<file path="src/rtl/vnic_pkg.sv">
package vnic_pkg;

   localparam int          REG_W       = 16;
   localparam logic [15:0] MODE_WMASK  = 16'hF7E0;
   localparam int          B_MODE      = 15;
   localparam int          B_VBASE_LO  = 5;
   localparam logic [7:0]  VEC_UNSET   = 8'h0F;

   typedef enum logic [1:0] {
      SEL_MODE = 2'd0,
      SEL_PEND = 2'd1,
      SEL_MASK = 2'd2,
      SEL_SERV = 2'd3
   } reg_sel_e;

   // dedicated line index -> priority level it carries
   function automatic logic [2:0] line_level(input int k);
      case (k)
         0:       return 3'd1;
         1:       return 3'd6;
         default: return 3'd7;
      endcase
   endfunction

   function automatic logic [2:0] lvl_max(input logic [2:0] a, input logic [2:0] b);
      return (a > b) ? a : b;
   endfunction

endpackage

</file>
<file path="src/rtl/vnic_pin_front.sv">
module vnic_pin_front
   import vnic_pkg::*;
(
   input  logic       clk,
   input  logic       rst_n,
   input  logic [2:0] pin,
   input  logic       dedicated,
   input  logic [2:0] edge_en,
   input  logic [2:0] ack_hit,
   output logic [2:0] ext_lvl
);

   logic [2:0] line_act;

   generate
      for (genvar k = 0; k < 3; k++) begin : g_line
         logic pin_q;
         logic held;

         always_ff @(posedge clk or negedge rst_n) begin
            if (!rst_n) begin
               pin_q <= 1'b0;
               held  <= 1'b0;
            end else begin
               pin_q <= pin[k];
               held  <= (held & ~ack_hit[k]) | (pin[k] & ~pin_q);
            end
         end

         assign line_act[k] = edge_en[k] ? held : pin[k];

         // a rising edge is always captured for the next cycle
         p_edge_capture_r5: assert property (@(posedge clk) disable iff (!rst_n)
            (pin[k] && !pin_q) |=> held);
      end
   endgenerate

   always_comb begin
      if (!dedicated)       ext_lvl = pin;
      else if (line_act[2]) ext_lvl = line_level(2);
      else if (line_act[1]) ext_lvl = line_level(1);
      else if (line_act[0]) ext_lvl = line_level(0);
      else                  ext_lvl = 3'd0;
   end

endmodule

</file>
<file path="src/rtl/vnic_prio.sv">
module vnic_prio #(
   parameter  int NSRC = 16,
   localparam int IW   = (NSRC > 1) ? $clog2(NSRC) : 1
) (
   input  logic [NSRC-1:0] req,
   input  logic [NSRC-1:0] busy,
   output logic            hit,
   output logic [IW-1:0]   idx
);

   logic any;
   logic blk;

   always_comb begin
      any = 1'b0;
      idx = '0;
      for (int i = 0; i < NSRC; i++) begin
         if (req[i]) begin
            any = 1'b1;
            idx = IW'(i);
         end
      end
      blk = 1'b0;
      for (int i = 0; i < NSRC; i++) begin
         if (busy[i] && (i >= int'(idx))) blk = 1'b1;
      end
      hit = any & ~blk;
   end

endmodule

</file>
<file path="src/rtl/vnic_ctrl.sv">
module vnic_ctrl
   import vnic_pkg::*;
#(
   parameter  int NSRC    = 16,
   parameter  int INT_LVL = 4,
   localparam int IW      = (NSRC > 1) ? $clog2(NSRC) : 1
) (
   input  logic            clk,
   input  logic            rst_n,
   input  logic [1:0]      reg_sel,
   input  logic            reg_wr,
   input  logic [15:0]     reg_wdata,
   output logic [15:0]     reg_rdata,
   input  logic [NSRC-1:0] src_evt,
   input  logic [2:0]      req_pin,
   output logic [2:0]      cpu_ipl,
   input  logic            iack,
   input  logic [2:0]      iack_lvl,
   output logic            vec_oe,
   output logic [7:0]      vec_num
);

   generate
      if (NSRC < 2 || NSRC > REG_W) begin : g_bad_nsrc
         $error("vnic_ctrl: NSRC must be 2..16");
      end
      if (INT_LVL < 1 || INT_LVL > 7) begin : g_bad_lvl
         $error("vnic_ctrl: INT_LVL must be 1..7");
      end
   endgenerate

   localparam logic [2:0] ILVL = 3'(INT_LVL);

   logic [15:0]     mode_r;
   logic            based_r;
   logic [NSRC-1:0] pend_r, mask_r, serv_r;

   logic [2:0]      ext_lvl;
   logic            int_hit;
   logic [IW-1:0]   win;
   logic            ack_int;
   logic [2:0]      ack_hit;
   logic [2:0]      vsel_line, edge_line;
   logic [NSRC-1:0] win_1h;
   logic [2:0]      vbase;

   assign vsel_line = mode_r[14:12];
   assign edge_line = mode_r[10:8];
   assign vbase     = mode_r[B_VBASE_LO +: 3];

   vnic_pin_front u_front (
      .clk       (clk),
      .rst_n     (rst_n),
      .pin       (req_pin),
      .dedicated (mode_r[B_MODE]),
      .edge_en   (edge_line),
      .ack_hit   (ack_hit),
      .ext_lvl   (ext_lvl)
   );

   vnic_prio #(.NSRC(NSRC)) u_prio (
      .req  (pend_r & ~mask_r),
      .busy (serv_r),
      .hit  (int_hit),
      .idx  (win)
   );

   assign cpu_ipl = lvl_max(ext_lvl, int_hit ? ILVL : 3'd0);
   assign ack_int = iack && int_hit && (iack_lvl == ILVL);
   assign win_1h  = ack_int ? (NSRC'(1) << win) : '0;

   generate
      for (genvar k = 0; k < 3; k++) begin : g_ack
         assign ack_hit[k] = iack && !ack_int && (iack_lvl == line_level(k));
      end
   endgenerate

   // acknowledge response
   always_comb begin
      vec_oe  = 1'b0;
      vec_num = 8'h00;
      if (ack_int) begin
         vec_oe  = 1'b1;
         vec_num = {vbase, 5'(win)};
      end else if (|(ack_hit & ~vsel_line)) begin
         vec_oe  = 1'b1;
         vec_num = {vbase, 2'b11, iack_lvl};
      end
      if (vec_oe && !based_r) vec_num = VEC_UNSET;
   end

   // register file
   logic wr_mode, wr_pend, wr_mask, wr_serv;
   assign wr_mode = reg_wr && (reg_sel == SEL_MODE);
   assign wr_pend = reg_wr && (reg_sel == SEL_PEND);
   assign wr_mask = reg_wr && (reg_sel == SEL_MASK);
   assign wr_serv = reg_wr && (reg_sel == SEL_SERV);

   always_ff @(posedge clk or negedge rst_n) begin
      if (!rst_n) begin
         mode_r  <= '0;
         based_r <= 1'b0;
         pend_r  <= '0;
         mask_r  <= '0;
         serv_r  <= '0;
      end else begin
         if (wr_mode) begin
            mode_r  <= reg_wdata & MODE_WMASK;
            based_r <= 1'b1;
         end
         if (wr_mask) mask_r <= reg_wdata[NSRC-1:0];
         pend_r <= (pend_r & ~(wr_pend ? reg_wdata[NSRC-1:0] : '0) & ~win_1h) | src_evt;
         serv_r <= (serv_r & ~(wr_serv ? reg_wdata[NSRC-1:0] : '0)) | win_1h;
      end
   end

   always_comb begin
      case (reg_sel)
         SEL_MODE: reg_rdata = mode_r;
         SEL_PEND: reg_rdata = REG_W'(pend_r);
         SEL_MASK: reg_rdata = REG_W'(mask_r);
         default:  reg_rdata = REG_W'(serv_r);
      endcase
   end

   // the request level never drops below the external level
   p_ipl_floor_r3: assert property (@(posedge clk) disable iff (!rst_n)
      cpu_ipl >= ext_lvl);

   // a winning source is pending and unmasked
   p_win_unmasked_r6: assert property (@(posedge clk) disable iff (!rst_n)
      int_hit |-> (pend_r[win] && !mask_r[win]));

   // nothing at or above the winner is in service
   p_nest_guard_r9: assert property (@(posedge clk) disable iff (!rst_n)
      int_hit |-> ((serv_r >> win) == '0));

   // an internal acknowledge leaves the winner in service
   p_ack_serv_r8: assert property (@(posedge clk) disable iff (!rst_n)
      ack_int |=> serv_r[$past(win)]);

   // write-1 clears in-service bits when no acknowledge lands
   p_serv_w1c_r10: assert property (@(posedge clk) disable iff (!rst_n)
      (wr_serv && !ack_int) |=> ((serv_r & $past(reg_wdata[NSRC-1:0])) == '0));

   // an unprogrammed controller drives only the fixed vector
   p_unset_vec_r12: assert property (@(posedge clk) disable iff (!rst_n)
      (vec_oe && !based_r) |-> (vec_num == VEC_UNSET));

endmodule

</file>
<file path="config.mk">
export PLATFORM = sky130hd
export DESIGN_NAME = vnic_ctrl
export DESIGN_NICKNAME = d
export VERILOG_FILES = /design/src/rtl/vnic_pkg.sv /design/src/rtl/vnic_pin_front.sv /design/src/rtl/vnic_prio.sv /design/src/rtl/vnic_ctrl.sv
export SDC_FILE = /design/constraint.sdc
export NUM_CORES = 1
export LEC_CHECK = 0
export BUFFER_PORTS_ARGS = -buffer_cell sky130_fd_sc_hd__buf_2
export CORE_ASPECT_RATIO = 0.75
export CORE_UTILIZATION = 50
export DETAILED_ROUTE_END_ITERATION = 8
export GPL_TIMING_DRIVEN = 0
export MAX_ROUTING_LAYER = met4
export PLACE_DENSITY = 0.76
export SYNTH_ARGS = -nofsm -noshare
export SYNTH_HDL_FRONTEND = slang
export SYNTH_HIERARCHICAL = 1
export SYNTH_SLANG_ARGS = --single-unit
</file>
<file path="constraint.sdc">
create_clock -name clk -period 3.3 [get_ports clk]
set_input_delay 0.825 -clock clk [delete_from_list [all_inputs] [get_ports clk]]
set_output_delay 0.825 -clock clk [all_outputs]
set_load 0.03 [all_outputs]
</file>
# Yosys cells after proc, flatten, opt, wreduce, memory -nomap -nowiden
# Index checks and enable logic that the tools add are counted.
[word_totals] register_bits=65 latch_bits=0 ramBits=0 romBits=0 in_bits=44 output_inout_bits=28 wordCells=159 mem_count=0
[classes] n_addsub=0 mul=0 div_mod_pow=0 order_cmp=16 n_eq_ne=7 shift=1 muxes=65 n_bitwise=29 n_reduce_logical=30
[ops] op="16-bit AND" count=4
[ops] op="16-bit NOT" count=4
[ops] op="16-bit 2-to-1 mux" count=3
[ops] op="16-bit case mux with 3 select lines" count=1
[ops] op="1-bit 2-to-1 mux" count=39
[ops] op="4-bit 2-to-1 mux" count=8
[ops] op="16-bit bitwise OR" count=2
[ops] op="4-bit >= comparator, first input constant" count=7
[ops] op="3-bit 2-to-1 mux" count=9
[ops] op="1-bit logical AND" count=26
[ops] op="8-bit 2-to-1 mux" count=3
[ops] op="3-bit by 4-bit >= comparator with 1-bit output, first input constant" count=4
[ops] op="1-bit by 4-bit << shifter with 16-bit output, first input constant" count=1
[ops] op="3-bit == test, second input constant" count=3
[ops] op="1-bit by 4-bit >= comparator with 1-bit output, first input constant" count=2
[ops] op="2-bit by 4-bit >= comparator with 1-bit output, first input constant" count=2
[ops] op="1-bit AND" count=7
[ops] op="1-bit NOT" count=7
[ops] op="2-bit == test, second input constant" count=2
[ops] op="2-bit 2-to-1 mux" count=2
[ops] op="3-bit AND" count=1
[ops] op="3-bit by 1-bit == test with 1-bit output, second input constant" count=1
[ops] op="3-bit greater-than comparator" count=1
[ops] op="3-bit NOT" count=1
[ops] op="other kinds (5)" count=8

# Longest topological paths before layout
[depth] depth_word=48 ltp_mapped=11 ltp_nobuf=11

# Hierarchy
# Netlist, hierarchy kept.
[by_module_without_submodules] mod="vnic_ctrl" n_inst=1 cells_per_inst=315 area_per_inst_um2=3179.3 seq_area_each_um2=1476.4
[by_module_without_submodules] mod="vnic_prio" n_inst=1 cells_per_inst=63 area_per_inst_um2=444.2 seq_area_each_um2=0.0
[by_module_without_submodules] mod="vnic_pin_front" n_inst=1 cells_per_inst=26 area_per_inst_um2=264.0 seq_area_each_um2=150.1

# Worst setup path before layout
# Ideal clock, no wire load.
[synth_timing] path_kind="reg2out" start="register mask_r[3]" end="output port vec_num[3]" t_arrival_ns=2.960 t_required_ns=2.475 path_slack_ns=-0.485 stages_incl_launch_ff=11 path_buffers=0 path_cell_list="dfrtp_1 > nor2b_1 > nor2_1 > o311a_1 > o41ai_4 > o221ai_2 > a211oi_2 > and3_1 > nand4b_1 > or2_2 > a31oi_1"
[synth_between] elab_chain_cells=46 elab_cells_between_ends=91 cone_classes="15 x order compare; 47 x mux; 5 x bitwise; 24 x reduce/logical"
[synth_lines] element="from (decl)" line_no="vnic_ctrl.sv:36" text="logic [NSRC-1:0] pend_r, mask_r, serv_r;"
[synth_lines] element="from (signal assigned)" line_no="vnic_ctrl.sv:111" text="if (wr_mask) mask_r <= reg_wdata[NSRC-1:0];"
[synth_lines] element="16-bit NOT *" line_no="vnic_ctrl.sv:62" text=".req (pend_r & ~mask_r),"
[synth_lines] element="16-bit AND *" line_no="vnic_ctrl.sv:62"
[synth_lines] element="2-bit 2-to-1 mux *" line_no="vnic_prio.sv:18" text="if (req[i]) begin"
[synth_lines] element="3-bit 2-to-1 mux * (4 in a row)" line_no="vnic_prio.sv:18"
[synth_lines] element="4-bit 2-to-1 mux * (8 in a row)" line_no="vnic_prio.sv:18"
[synth_lines] element="net win[1]" line_no="vnic_ctrl.sv:40" text="logic [IW-1:0] win;"
[synth_lines] element="1-bit by 4-bit >= comparator with 1-bit output" line_no="vnic_prio.sv:25" text="if (busy[i] && (i >= int'(idx))) blk = 1'b1;"
[synth_lines] element="1-bit logical AND" line_no="vnic_prio.sv:25"
[synth_lines] element="[18 not listed]"
[synth_lines] element="net int_hit" line_no="vnic_ctrl.sv:39" text="logic int_hit;"
[synth_lines] element="[2 not listed]"
[synth_lines] element="1-bit logical NOT" line_no="vnic_ctrl.sv:74" text="assign ack_hit[k] = iack && !ack_int && (iack_lvl == line_level(k));"
[synth_lines] element="1-bit logical AND (2 in a row)" line_no="vnic_ctrl.sv:74"
[synth_lines] element="3-bit AND" line_no="vnic_ctrl.sv:85" text="end else if (|(ack_hit & ~vsel_line)) begin"
[synth_lines] element="3-bit OR reduction" line_no="vnic_ctrl.sv:85"
[synth_lines] element="1-bit 2-to-1 mux" line_no="vnic_ctrl.sv:85"
[synth_lines] element="1-bit 2-to-1 mux" line_no="vnic_ctrl.sv:82" text="if (ack_int) begin"
[synth_lines] element="1-bit logical AND" line_no="vnic_ctrl.sv:89" text="if (vec_oe && !based_r) vec_num = VEC_UNSET;"
[synth_lines] element="8-bit 2-to-1 mux *" line_no="vnic_ctrl.sv:89"
[synth_lines] element="to (decl)" line_no="vnic_ctrl.sv:20" text="output logic [7:0] vec_num"
# Mark *: on every way through the listed nets, which the timed path passes. The rest lies on a longest branch.

# Worst setup path in the final report
[layout_timing] start="register mask_r[2]" end="output port vec_num[3]"
[layout_between] elab_chain_cells=47 elab_cells_between_ends=93 cone_classes="15 x order compare; 49 x mux; 5 x bitwise; 24 x reduce/logical"
[layout_lines] element="16-bit NOT *" line_no="vnic_ctrl.sv:62"
[layout_lines] element="16-bit AND *" line_no="vnic_ctrl.sv:62"
[layout_lines] element="2-bit 2-to-1 mux * (2 in a row)" line_no="vnic_prio.sv:18"
[layout_lines] element="3-bit 2-to-1 mux * (4 in a row)" line_no="vnic_prio.sv:18"
[layout_lines] element="4-bit 2-to-1 mux * (8 in a row)" line_no="vnic_prio.sv:18"
[layout_lines] element="net win[1]" line_no="vnic_ctrl.sv:40"
[layout_lines] element="1-bit by 4-bit >= comparator with 1-bit output" line_no="vnic_prio.sv:25"
[layout_lines] element="1-bit logical AND" line_no="vnic_prio.sv:25"
[layout_lines] element="[18 not listed]"
[layout_lines] element="net int_hit" line_no="vnic_ctrl.sv:39"
[layout_lines] element="[2 not listed]"
[layout_lines] element="1-bit logical NOT" line_no="vnic_ctrl.sv:74"
[layout_lines] element="1-bit logical AND (2 in a row)" line_no="vnic_ctrl.sv:74"
[layout_lines] element="3-bit AND" line_no="vnic_ctrl.sv:85"
[layout_lines] element="3-bit OR reduction" line_no="vnic_ctrl.sv:85"
[layout_lines] element="1-bit 2-to-1 mux" line_no="vnic_ctrl.sv:85"
[layout_lines] element="1-bit 2-to-1 mux" line_no="vnic_ctrl.sv:82"
[layout_lines] element="1-bit logical AND" line_no="vnic_ctrl.sv:89"
[layout_lines] element="8-bit 2-to-1 mux *" line_no="vnic_ctrl.sv:89"
# Marked as above.

==> results by group <==
Outcome
  • Run status: finished with violations
  • Failing checks: setup timing

Finish
  • Register area: 1630 µm²
  • Inserted Diodes: 0
  • Final Cell Area: 5080 µm²
  • Fillers: 628
  • Final #Nets: 548
  • Multi-input logic area: 2310 µm²
  • Final std cells w/o fill: 607
  • Layout cells sized above 1: 35.2%
  • Area grow syn2layout: 30.7%

STA
  • Final period util: 126%
  • Clk_skew: 8.02 ps
  • Worst Setup Slack, final: -866 ps
  • Rel. slew slack: 29.1%
  • Hold Worst Slack: 436 ps
  • Slew Viols, Final: 0
  • Final Hold Viols: 0
  • Worst Tran Pin Value: 1050 ps
  • RSZ-0062 raised after global routing: true
  • Setup_tns: -8240 ps
  • Minimum clock period: 4170 ps
  • Final-report setup violation count: 11
  • FMAX: 0.240 GHz

Route
  • Wire per inst: 19.7 µm
  • Final WL: 12000 µm
  • Via count: 3625
  • DR vias/cell: 5.97
  • Initial DRC count: 221
  • Final ANT Viol Nets: 0
  • # DRC: 0
  • Drt first pass iters: 4

Critical path
  • CP Capture Type: output port
  • Slowest cell on crit path: dfrtp_1
  • Arr. time, crit path: 3340 ps
  • CP Class: reg2out
  • Startpoint types: flip-flop
  • Max stage delay on crit path: 420 ps
  • Critical path cell sequence: nor2b_4 > nor2_1 > o311a_1 > o41ai_4 > o221ai_2 > a211oi_2 > and3_4 > nand4b_1 > buf_4 > nor4b_4 > a31oi_4 > buf_6
  • CP Max Fanout: 6
  • CP required: 2470 ps

Worst hold path
  • Min-Delay Path Class: reg2reg

Pwr
  • VDD IR max: 348 µV
  • Clk pwr share: 29.2%
  • Power Density: 506 nW/µm²
  • Sequential power share: 36.8%
  • Internal cell power: 1.69 mW
  • Sw Ratio: 34.2%
  • Lkg Pwr: 2.36 nW
  • Sw power: 0.879 mW
  • Logic pwr share: 33.9%

Yosys
  • Yosys cell types: 67
  • Synthesized instance count: 404
  • Synth area leaders: dfrtp_1 (42%), mux4_2 (5.8%), o21ai_0 (4.6%)
  • Cell taking the most area after synthesis: dfrtp_1
  • Mapped Avg Cell Area: 9.62 µm²
  • Area share of the largest cell type after synthesis: 41.8%
  • Seq/Total Area, Yosys: 41.8%
  • Most frequent cell after synthesis: dfrtp_1
  • Post-synthesis net count: 450
  • Post-synthesis async set-or-reset flop share: 100%
  • Most frequent cells after synthesis: dfrtp_1 (65), inv_1 (38), o21ai_0 (36)
  • Primary FF master, synth: dfrtp_1
  • Synth warnings: 6
  • Mapped cell area: 3890 µm²
  • Post-synth EDFFs: 0
  • Post-synthesis register bit count: 65

Placed design
  • Worst slack, placed: -684 ps
  • Placer Congestion: 0.955
  • DP Cell Count: 576
  • DP HPWL: 8570 µm
  • Post-DP Area: 4460 µm²
  • IO buf count: 71

GRT
  • Largest net degree at the start of global routing: 66
  • Vias in the first global route: 3525
  • Aggregate global routing overflow: 0
  • Global-route wire length before repair: 19200 µm
  • GRT Util Overall: 32.6%
  • Antenna violations before repair: 0

Floorplan
  • I/O pins: 72
  • Rows: 27
  • Die Height: 78.4 µm
  • Initial Util: 52.3%
  • Core area: 7430 µm²
  • Die area: 8130 µm²
  • Die W: 104 µm

CTS
  • CTS H-tree depth: 3
  • Sink Count: 65
  • Clk buf depth: 2
  • Clk slew on worst S/H paths: 70 ps
  • TritonCTS Buffers: 9
  • CTS tree: done
  • CTS root buffer: clkbuf_8
  • Clk_lat worst skew: 360 ps

Job
  • Max cap viols: 0
==> logic make-up (layout without fill, tap and decap cells) <==
kind of cell / count (synthesis) / count (layout) / share of synthesized area, %
muxes: 27 / 27 / 10.7
DFF: 65 / 65 / 41.8
buffers and inverters: 56 / 158 / 5.66
AOI/OAI and AO/OA: 135 / 135 / 23.4
adders and majority gates: 2 / 2 / 0.644
and+or+nand+nor: 119 / 119 / 17.8
==> cell usage in the layout, fill, tap and decap left out, types with 4 or more instances in the layout <==
master,synthesis,final
nor2_1,9,9
o21ai_1,32,30
a21oi_1,5,5
mux2_1,9,9
nor3_1,12,11
clkbuf_1,13,10
buf_2,2,61
o21bai_1,19,19
buf_6,1,14
nand3b_1,4,4
mux2_2,6,6
a22o_1,6,6
dfrtp_1,65,65
nor4_1,9,7
nor2b_1,18,8
o21ai_0,36,36
clkbuf_8,0,10
a31oi_4,0,4
inv_1,38,36
mux4_2,10,10
nand2b_1,5,4
nand2_1,27,26
buf_4,0,16
nand3_1,5,4
nor2b_4,0,7
==> per-stage QoR <==
| stage | total power, mW | utilization [%] |
|---|---|---|
| 2_1_floorplan | 1.41 | - |
| 3_3_place_gp | 1.62 | 59.9 |
| 3_5_place_dp | 1.63 | 60.0 |
| 4_1_cts | 2.47 | 66.6 |
| 5_1_grt | 2.68 | 68.4 |
| 6_report | 2.57 | 68.4 |
==> worst max-delay path, delay by kind of cell, from the launching register on <==
kind	cells	cell delay [ps]
and+or+nand+nor	5	980
DFF	1	420
AOI/OAI and AO/OA	5	1180
buffers and inverters	2	410
==> sequential cells by signal, indices dropped and copies added, names as in the netlist <==
name,count
serv_r,16
based_r,1
u_front/g_line.held,3
mode_r,10
pend_r,16
u_front/g_line.pin_q,3
mask_r,16
==> cell type report <==
type	instances	share of cell area [%]
Clock inverter	3	1.28
Multi-Input combinational cell	283	45.4
Timing Repair Buffer	89	11.5
Clock buffer	12	2.86
Sequential cell	65	32.0
Inverter	38	2.96
Buffer	16	1.50
Tap cell	101	2.49
==> final timing paths <==
| path | startpoint | to | slack [ps] | depth (start not counted) |
|---|---|---|---|---|
| setup / recovery | mask_r[2]$_DFFE_PN0P_ | vec_num[3] | -870 | 12 |
| hold / removal | u_front/g_line[0].pin_q$_DFF_PN0_ | u_front/g_line[0].held$_DFF_PN0_ | 440 | 1 |
| setup reg to reg | mask_r[2]$_DFFE_PN0P_ | pend_r[5]$_DFF_PN0_ | 120 | 14 |
| hold reg to reg | u_front/g_line[0].pin_q$_DFF_PN0_ | u_front/g_line[0].held$_DFF_PN0_ | 440 | 1 |
| max in group asynchronous | rst_n | pend_r[10]$_DFF_PN0_ | 2180 | 1 |
| min in group asynchronous | rst_n | based_r$_DFFE_PN0P_ | 540 | 1 |
==> power by group through the flow <==
stage / logic, mW / registers, mW / clock network, mW
after floorplan: 0.482 / 0.930 / 0
after global placement: 0.666 / 0.950 / 0
after detailed placement: 0.675 / 0.953 / 0
after CTS: 0.777 / 0.944 / 0.754
after global routing: 0.934 / 0.958 / 0.790
final: 0.873 / 0.947 / 0.751
==> per-layer routing <==
metal | share of wire [%] | up-vias | track usage (%)
li1 | - | 1674 | -
met1 | 47 | 1772 | 45.6
met2 | 44 | 162 | 47.1
met3 | 7.1 | 17 | 8.22
met4 | 1.4 | 0 | 9.14
met5 | 0 | - | -
==> timing repair <==
item | CTS | global route
endpoints found under the setup margin | 31 | 24
gates resized for setup | 48 | 23
hold buffers | 0 | 0
pin swaps | 18 | 6
buffers inserted | 13 | 5
No activity file was read; power rests on OpenSTA's default activity.
